--- src/rtl/jtag_br_pkg.sv ---
package jtag_br_pkg;

    // Geometry of one transfer
    localparam int MAX_BITS = 32;
    localparam int CNT_W    = $clog2(MAX_BITS + 1);
    localparam int IDX_W    = $clog2(MAX_BITS);
    localparam int DIV_W    = 8;
    localparam int HALF_W   = DIV_W - 1;
    localparam int LANES    = 2;
    localparam int TMS_LANE = 0;
    localparam int TDI_LANE = 1;

    typedef enum logic {
        SEQ_IDLE  = 1'b0,
        SEQ_SHIFT = 1'b1
    } seq_state_t;

    // Settings latched when a transfer is accepted
    typedef struct packed {
        logic [IDX_W-1:0]  last_idx;
        logic [HALF_W-1:0] half;
    } xfer_cfg_t;

    // Clamp the requested count to 1..MAX_BITS and return the final index
    function automatic logic [IDX_W-1:0] last_index(input logic [CNT_W-1:0] n);
        if (n == '0)
            return '0;
        else if (int'(n) > MAX_BITS)
            return IDX_W'(MAX_BITS - 1);
        else
            return IDX_W'(n - 1'b1);
    endfunction

    // Half period in system clocks; divisors below 2 act as 2
    function automatic logic [HALF_W-1:0] half_of(input logic [DIV_W-1:0] div);
        logic [HALF_W-1:0] h;
        h = div[DIV_W-1:1];
        if (h == '0)
            h = HALF_W'(1);
        return h;
    endfunction

endpackage

--- src/rtl/jtag_tck_gen.sv ---
module jtag_tck_gen
    import jtag_br_pkg::*;
#(
    parameter int HW = HALF_W
) (
    input  logic          clk,
    input  logic          rst,
    input  logic          run,
    input  logic [HW-1:0] half,
    output logic          tck,
    output logic          rise_now,
    output logic          fall_now
);

    logic [HW-1:0] hc;
    logic          wrap;

    assign wrap     = run && (hc == half - 1'b1);
    assign rise_now = wrap && !tck;
    assign fall_now = wrap && tck;

    always_ff @(posedge clk) begin
        if (rst || !run) begin
            hc  <= '0;
            tck <= 1'b0;
        end else if (wrap) begin
            hc  <= '0;
            tck <= ~tck;
        end else begin
            hc  <= hc + 1'b1;
        end
    end


    hc_bound_chk: assert property (@(posedge clk) disable iff (rst)
        run |-> (hc < half));


    idle_low_chk: assert property (@(posedge clk) disable iff (rst)
        (!run && !$past(run)) |-> !tck);

endmodule

--- src/rtl/jtag_shift_engine.sv ---
module jtag_shift_engine
    import jtag_br_pkg::*;
#(
    parameter int W       = MAX_BITS,
    parameter int IW      = IDX_W,
    parameter bit CAPTURE = 1'b0
) (
    input  logic          clk,
    input  logic          rst,
    input  logic          load,
    input  logic [W-1:0]  load_word,
    input  logic          advance,
    input  logic          capture,
    input  logic [IW-1:0] cap_idx,
    input  logic          sdi,
    output logic          sdo,
    output logic [W-1:0]  rx_word
);

    logic [W-1:0] tx;

    always_ff @(posedge clk) begin
        if (rst)
            tx <= '0;
        else if (load)
            tx <= load_word;
        else if (advance)
            tx <= tx >> 1;
    end

    assign sdo = tx[0];

    generate
        if (CAPTURE) begin : g_rx
            logic [W-1:0] rx;
            always_ff @(posedge clk) begin
                if (rst || load)
                    rx <= '0;
                else if (capture)
                    rx[cap_idx] <= sdi;
            end
            assign rx_word = rx;
        end else begin : g_no_rx
            assign rx_word = '0;
        end
    endgenerate


    tx_hold_chk: assert property (@(posedge clk) disable iff (rst)
        (!$past(load) && !$past(advance)) |-> $stable(sdo));

endmodule

--- src/rtl/dual_spi_jtag_bridge.sv ---
module dual_spi_jtag_bridge
    import jtag_br_pkg::*;
(
    input  logic                clk,
    input  logic                rst,
    input  logic                start,
    input  logic [CNT_W-1:0]    bit_count,
    input  logic [DIV_W-1:0]    clk_div,
    input  logic [MAX_BITS-1:0] tms_word,
    input  logic [MAX_BITS-1:0] tdi_word,
    input  logic                trst_we,
    input  logic                trst_val,
    input  logic                tdo,
    output logic                tck,
    output logic                tms,
    output logic                tdi,
    output logic                trst_n,
    output logic                busy,
    output logic                done,
    output logic [MAX_BITS-1:0] tdo_word
);

    seq_state_t       state;
    xfer_cfg_t        cfg;
    logic [IDX_W-1:0] idx;
    logic             accept, rise_now, fall_now, last_fall;
    logic             trst_q;

    assign accept    = start && (state == SEQ_IDLE);
    assign busy      = (state == SEQ_SHIFT);
    assign last_fall = fall_now && (idx == cfg.last_idx);

    // Sequencer: counts falling edges and ends the transfer
    always_ff @(posedge clk) begin
        if (rst) begin
            state <= SEQ_IDLE;
            cfg   <= '0;
            idx   <= '0;
            done  <= 1'b0;
        end else begin
            done <= 1'b0;
            case (state)
                SEQ_IDLE: if (start) begin
                    cfg.last_idx <= last_index(bit_count);
                    cfg.half     <= half_of(clk_div);
                    idx          <= '0;
                    state        <= SEQ_SHIFT;
                end
                SEQ_SHIFT: if (fall_now) begin
                    if (idx == cfg.last_idx) begin
                        state <= SEQ_IDLE;
                        done  <= 1'b1;
                    end else begin
                        idx <= idx + 1'b1;
                    end
                end
                default: state <= SEQ_IDLE;
            endcase
        end
    end

    jtag_tck_gen #(.HW(HALF_W)) u_tck (
        .clk      (clk),
        .rst      (rst),
        .run      (busy),
        .half     (cfg.half),
        .tck      (tck),
        .rise_now (rise_now),
        .fall_now (fall_now)
    );

    // Two shift engines on the same clock strobes
    logic [MAX_BITS-1:0] lane_load [LANES];
    logic [MAX_BITS-1:0] lane_rx   [LANES];
    logic                lane_sdo  [LANES];
    logic                lane_sdi  [LANES];

    assign lane_load[TMS_LANE] = tms_word;
    assign lane_load[TDI_LANE] = tdi_word;
    assign lane_sdi[TMS_LANE]  = 1'b0;
    assign lane_sdi[TDI_LANE]  = tdo;

    generate
        for (genvar g = 0; g < LANES; g++) begin : g_lane
            jtag_shift_engine #(
                .W       (MAX_BITS),
                .IW      (IDX_W),
                .CAPTURE (g == TDI_LANE)
            ) u_eng (
                .clk       (clk),
                .rst       (rst),
                .load      (accept),
                .load_word (lane_load[g]),
                .advance   (fall_now && !last_fall),
                .capture   (rise_now),
                .cap_idx   (idx),
                .sdi       (lane_sdi[g]),
                .sdo       (lane_sdo[g]),
                .rx_word   (lane_rx[g])
            );
        end
    endgenerate

    assign tms      = lane_sdo[TMS_LANE];
    assign tdi      = lane_sdo[TDI_LANE];
    // Only the capturing lane contributes non-zero bits
    assign tdo_word = lane_rx[TMS_LANE] | lane_rx[TDI_LANE];

    // Reset register for the TAP
    always_ff @(posedge clk) begin
        if (rst)
            trst_q <= 1'b1;
        else if (trst_we)
            trst_q <= trst_val;
    end
    assign trst_n = trst_q;


    tck_idle_chk: assert property (@(posedge clk) disable iff (rst)
        !busy |-> !tck);


    done_single_chk: assert property (@(posedge clk) disable iff (rst)
        done |=> !done);


    done_idle_chk: assert property (@(posedge clk) disable iff (rst)
        done |-> (!busy && $fell(busy)));


    lockstep_chk: assert property (@(posedge clk) disable iff (rst)
        ($past(busy) && !$fell(tck)) |-> ($stable(tms) && $stable(tdi)));


    start_ignored_chk: assert property (@(posedge clk) disable iff (rst)
        ($past(busy) && busy) |-> $stable(cfg));


    trst_write_chk: assert property (@(posedge clk) disable iff (rst)
        $past(trst_we) |-> (trst_n == $past(trst_val)));

endmodule

--- config.mk ---
export PLATFORM = sky130hd
export DESIGN_NAME = dual_spi_jtag_bridge
export DESIGN_NICKNAME = d
export VERILOG_FILES = /design/src/rtl/jtag_br_pkg.sv /design/src/rtl/jtag_tck_gen.sv /design/src/rtl/jtag_shift_engine.sv /design/src/rtl/dual_spi_jtag_bridge.sv
export SDC_FILE = /design/constraint.sdc
export NUM_CORES = 1
export LEC_CHECK = 0
export ABC_AREA = 1
export BUFFER_PORTS_ARGS = -buffer_cell sky130_fd_sc_hd__buf_2
export CAP_MARGIN = 20
export CELL_PAD_IN_SITES_DETAIL_PLACEMENT = 0
export CELL_PAD_IN_SITES_GLOBAL_PLACEMENT = 1
export CORE_AREA = 4 4 138 140
export CTS_CLUSTER_DIAMETER = 150
export CTS_CLUSTER_SIZE = 16
export DETAILED_ROUTE_END_ITERATION = 6
export DIE_AREA = 0 0 142 144
export PLACE_DENSITY = 0.77
export SKIP_LAST_GASP = 1
export SLEW_MARGIN = 20
export SYNTH_ARGS = -nofsm -noshare
export SYNTH_HDL_FRONTEND = slang
export SYNTH_SLANG_ARGS = --single-unit
export TNS_END_PERCENT = 1
--- constraint.sdc ---
create_clock -name clk -period 1.9 [get_ports clk]
set_input_delay 0.19 -clock clk [delete_from_list [all_inputs] [get_ports clk]]
set_output_delay 0.19 -clock clk [all_outputs]
set_load 0.03 [all_outputs]
==> impl_metrics.env <==
export IMPL_synth_top_family_by_area="simple AND/OR/NAND/NOR gates"
export IMPL_use_met3_pct=4.266
export IMPL_yosys_top_cells_area="dfxtp_1, nand2_1, nand3_1, a21oi_1, nor2_1"
export IMPL_whs_path_depth=3
export IMPL_grt_pass1_wl_mm=26.33
export IMPL_max_slew_margin_pct=58.86
export IMPL_routed_wl_mm=16.76
export IMPL_synth_largest_area_cell="dfxtp_1"
export IMPL_synth_fa_ha_area_share_pct=1.621
export IMPL_start_kind="flop"
export IMPL_dp_cells=1256
export IMPL_syn_area_um2=6176
export IMPL_hold_ws_ns=0.03386
export IMPL_synth_nets=1030
export IMPL_grt_pass1_vias=5453
export IMPL_drtAntennaViolNets=0
export IMPL_cp_arrival_ns=2.34
export IMPL_rows=49
export IMPL_period_share_pct=105.2
export IMPL_htreeDepth=4
export IMPL_cts_sinks=124
export IMPL_ys_types=37
export IMPL_combPwrFrac_pct=12.9
export IMPL_violations="negative setup slack"
export IMPL_tightest_slew_ns=0.6171
export IMPL_met2_usage_pct=25.04
export IMPL_status="finished with violations"
export IMPL_power_density_nw_per_um2=882.3
export IMPL_skew_ns=0.007165
export IMPL_nets=1157
export IMPL_layout_setup_ws_ns=-0.09807
export IMPL_ys_seq_area_share_pct=40.19
export IMPL_drt_iter0_drc=283
export IMPL_required_ns=2.24
export IMPL_yosys_register_bits=124
export IMPL_fin_crit_ns=1.998
export IMPL_vias=6139
export IMPL_design_core_area_um2=17840
export IMPL_yosys_warnings=0
export IMPL_crit_type="flop to flop"
export IMPL_leakagePower_nw=3.556
export IMPL_synthMuxAreaShare_pct=0
export IMPL_hold_path_class="input port to flop"
export IMPL_avgSynthCellArea_um2=6.584
export IMPL_fp_dieH_um=144
export IMPL_path_cells="inv_2, ha_4, inv_2, nand2_2, nand2_1, nand2_1, nand2_1, inv_1, nand2_2, nor2_4, nand4_4, nand2_8, clkbuf_16, nand2_2, a21oi_1"
export IMPL_top_usage_layer="met2"
export IMPL_dpl_cell_area_um2=7069
export IMPL_total_power_mw=7.122
export IMPL_yosysTopAreaCellShare_pct=40.19
export IMPL_ff2ff_path_depth=15
export IMPL_synth_compound_area_share_pct=9.968
export IMPL_layout_cells_non_filler=1307
export IMPL_drive_gt1_share_pct=21.15
export IMPL_die_x_um=142
export IMPL_synthToLayoutAreaGrowth_pct=30.71
export IMPL_avgViaCountPerCell=4.697
export IMPL_clkTransAtPathRegs_ns=0.06
export IMPL_final_cell_mix="nand2_1, dfxtp_1, buf_2, nand3_1, a21oi_1"
export IMPL_timing_hold_violations_final=0
export IMPL_p_sw_share_pct=25.51
export IMPL_n_antenna_cell=0
export IMPL_dieArea_um2=20450
export IMPL_multiInputGateArea_um2=3334
export IMPL_cts_path_max_buffers=2
export IMPL_p_sw_mw=1.817
export IMPL_slowest_delay_ns=0.32
export IMPL_dr_pass1_iters=4
export IMPL_p_int_mw=5.306
export IMPL_drc=0
export IMPL_cts_tree="built"
export IMPL_seqPwrFrac_pct=38.7
export IMPL_synthXorXnorAreaFrac_pct=2.127
export IMPL_ios=122
export IMPL_critPathCaptureType="flop"
export IMPL_slew_violations=0
export IMPL_gp_congestion=0.7573
export IMPL_pre_cts_ws_ns=-0.1068
export IMPL_netlist_instances=938
export IMPL_routedWlPerCell_um=12.82
export IMPL_dp_hpwl_mm=10.61
export IMPL_fill_cells=1891
export IMPL_setup_viol=63
export IMPL_ir_drop_mv=0.6338
export IMPL_grt_start_max_net_pins=71
export IMPL_root_buffer="clkbuf_16"
export IMPL_start_util_pct=34.62
export IMPL_fmax_ghz=0.5005
export IMPL_port_buffers=120
export IMPL_clock_power_share_pct=48.4
export IMPL_synth_simple_area_share_pct=38.21
export IMPL_crit_fanout=8
export IMPL_max_cap_violations=0
export IMPL_grt_antenna_before_repair=1
export IMPL_cpMaxStageDelayCell="dfxtp_2"
export IMPL_grt_overflow=0
export IMPL_cts_inserted_buffers=17
export IMPL_stdcell_area_um2=8073
export IMPL_rsz0062_at_grt="true"
export IMPL_clk_latency_ns=0.42
export IMPL_grt_total_usage_pct=15.70
export IMPL_layout_commonest_cell="nand2_1"
export IMPL_gr_usage_met1_pct=20.64
export IMPL_seq_area_um2=2485
-- Yosys cell counts --
master,n
a21oi_1,101
a221oi_1,1
a22oi_1,1
a31o_2,1
a31oi_1,1
buf_1,11
buf_2,8
buf_4,2
buf_6,10
clkbuf_1,28
clkinv_1,1
dfxtp_1,124
ha_1,8
inv_1,41
inv_2,4
nand2_1,362
nand2_2,1
nand3_1,119
nand3_2,1
nand4_1,4
nand4_4,1
nor2_1,64
nor2_2,1
nor2_4,1
nor2_8,1
nor3_1,5
nor3b_1,1
nor4_1,1
o21ai_0,11
o21ai_1,2
o22ai_1,1
o31ai_1,1
or2_0,2
or2_2,1
or4_1,1
xnor2_1,4
xor2_1,11
-- worst paths after layout --
path	startpoint	end	slack [ns]
hold reg to reg	g_lane[1].u_eng.rx_word[8]	g_lane[1].u_eng.rx_word[8]	0.46
hold / removal	clk_div[4]	cfg[3]	0.03
setup reg to reg	cfg[1]	g_lane[0].u_eng.tx[26]	-0.1
setup / recovery	cfg[1]	g_lane[0].u_eng.tx[26]	-0.1
-- state kept, by name, summed over array words and instances, names as in the netlist --
register / flops
cfg: 12
g_lane.u_eng.tx: 64
u_tck.hc: 7
done: 1
busy: 1
u_tck.tck: 1
trst_n: 1
idx: 5
g_lane.u_eng.rx_word: 32
-- worst max-delay path: cells and delay by family, from the launching register on --
family                     cells  cell delay (ns)
and+or+nand+nor                9             0.95
buffers and inverters          4             0.37
DFF                            1             0.32
adders and majority gates      1             0.16
AOI/OAI and AO/OA              1             0.13
-- repair_timing --
action / in CTS / in global routing
resized for setup: 4 / 31
cloned: 0 / 7
hold endpoints to repair: 9 / 0
setup endpoints to repair: 100 / 110
hold buffers: 10 / 0
pin swaps: 0 / 12
buffers inserted: 0 / 3
-- metal layers --
layer	wire length (um)	vias to the layer above
met1	8120	2753
met5	13	-
li1	-	3269
met2	7711	107
met3	820	8
met4	89	2
-- layout make-up --
type / count / area share (%)
clock buffers: 22 / 6.122
inverters: 46 / 2.139
flip-flops and latches: 124 / 30.78
well taps: 229 / 3.549
clock inverters: 10 / 1.689
repair buffers: 166 / 14.41
multi-input cells: 710 / 41.31
-- stage by stage --
stage	util, %	TNS [ns]
6_report	45.25	-2.732
5_1_grt	45.25	-18.09
4_1_cts	43.82	-5.322
3_5_place_dp	39.62	-6.746
3_3_place_gp	39.62	-4.940
2_1_floorplan	-	0
-- cells by family after synthesis --
family                     count (synthesis)
buffers and inverters                    105
xor gates and xnor gates                  15
AOI/OAI and AO/OA                        120
and+or+nand+nor                          566
adders and majority gates                  8
DFF                                      124
-- power groups by stage --
stage          combinational [mW]  sequential (mW)  clock, mW
3_5_place_dp                0.811             2.81          0
4_1_cts                     0.833             2.75       3.52
2_1_floorplan               0.546             2.81          0
3_3_place_gp                0.808             2.81          0
6_report                    0.919             2.76       3.45
5_1_grt                      1.04             2.77       3.66
(Power assumes the default switching activity.)
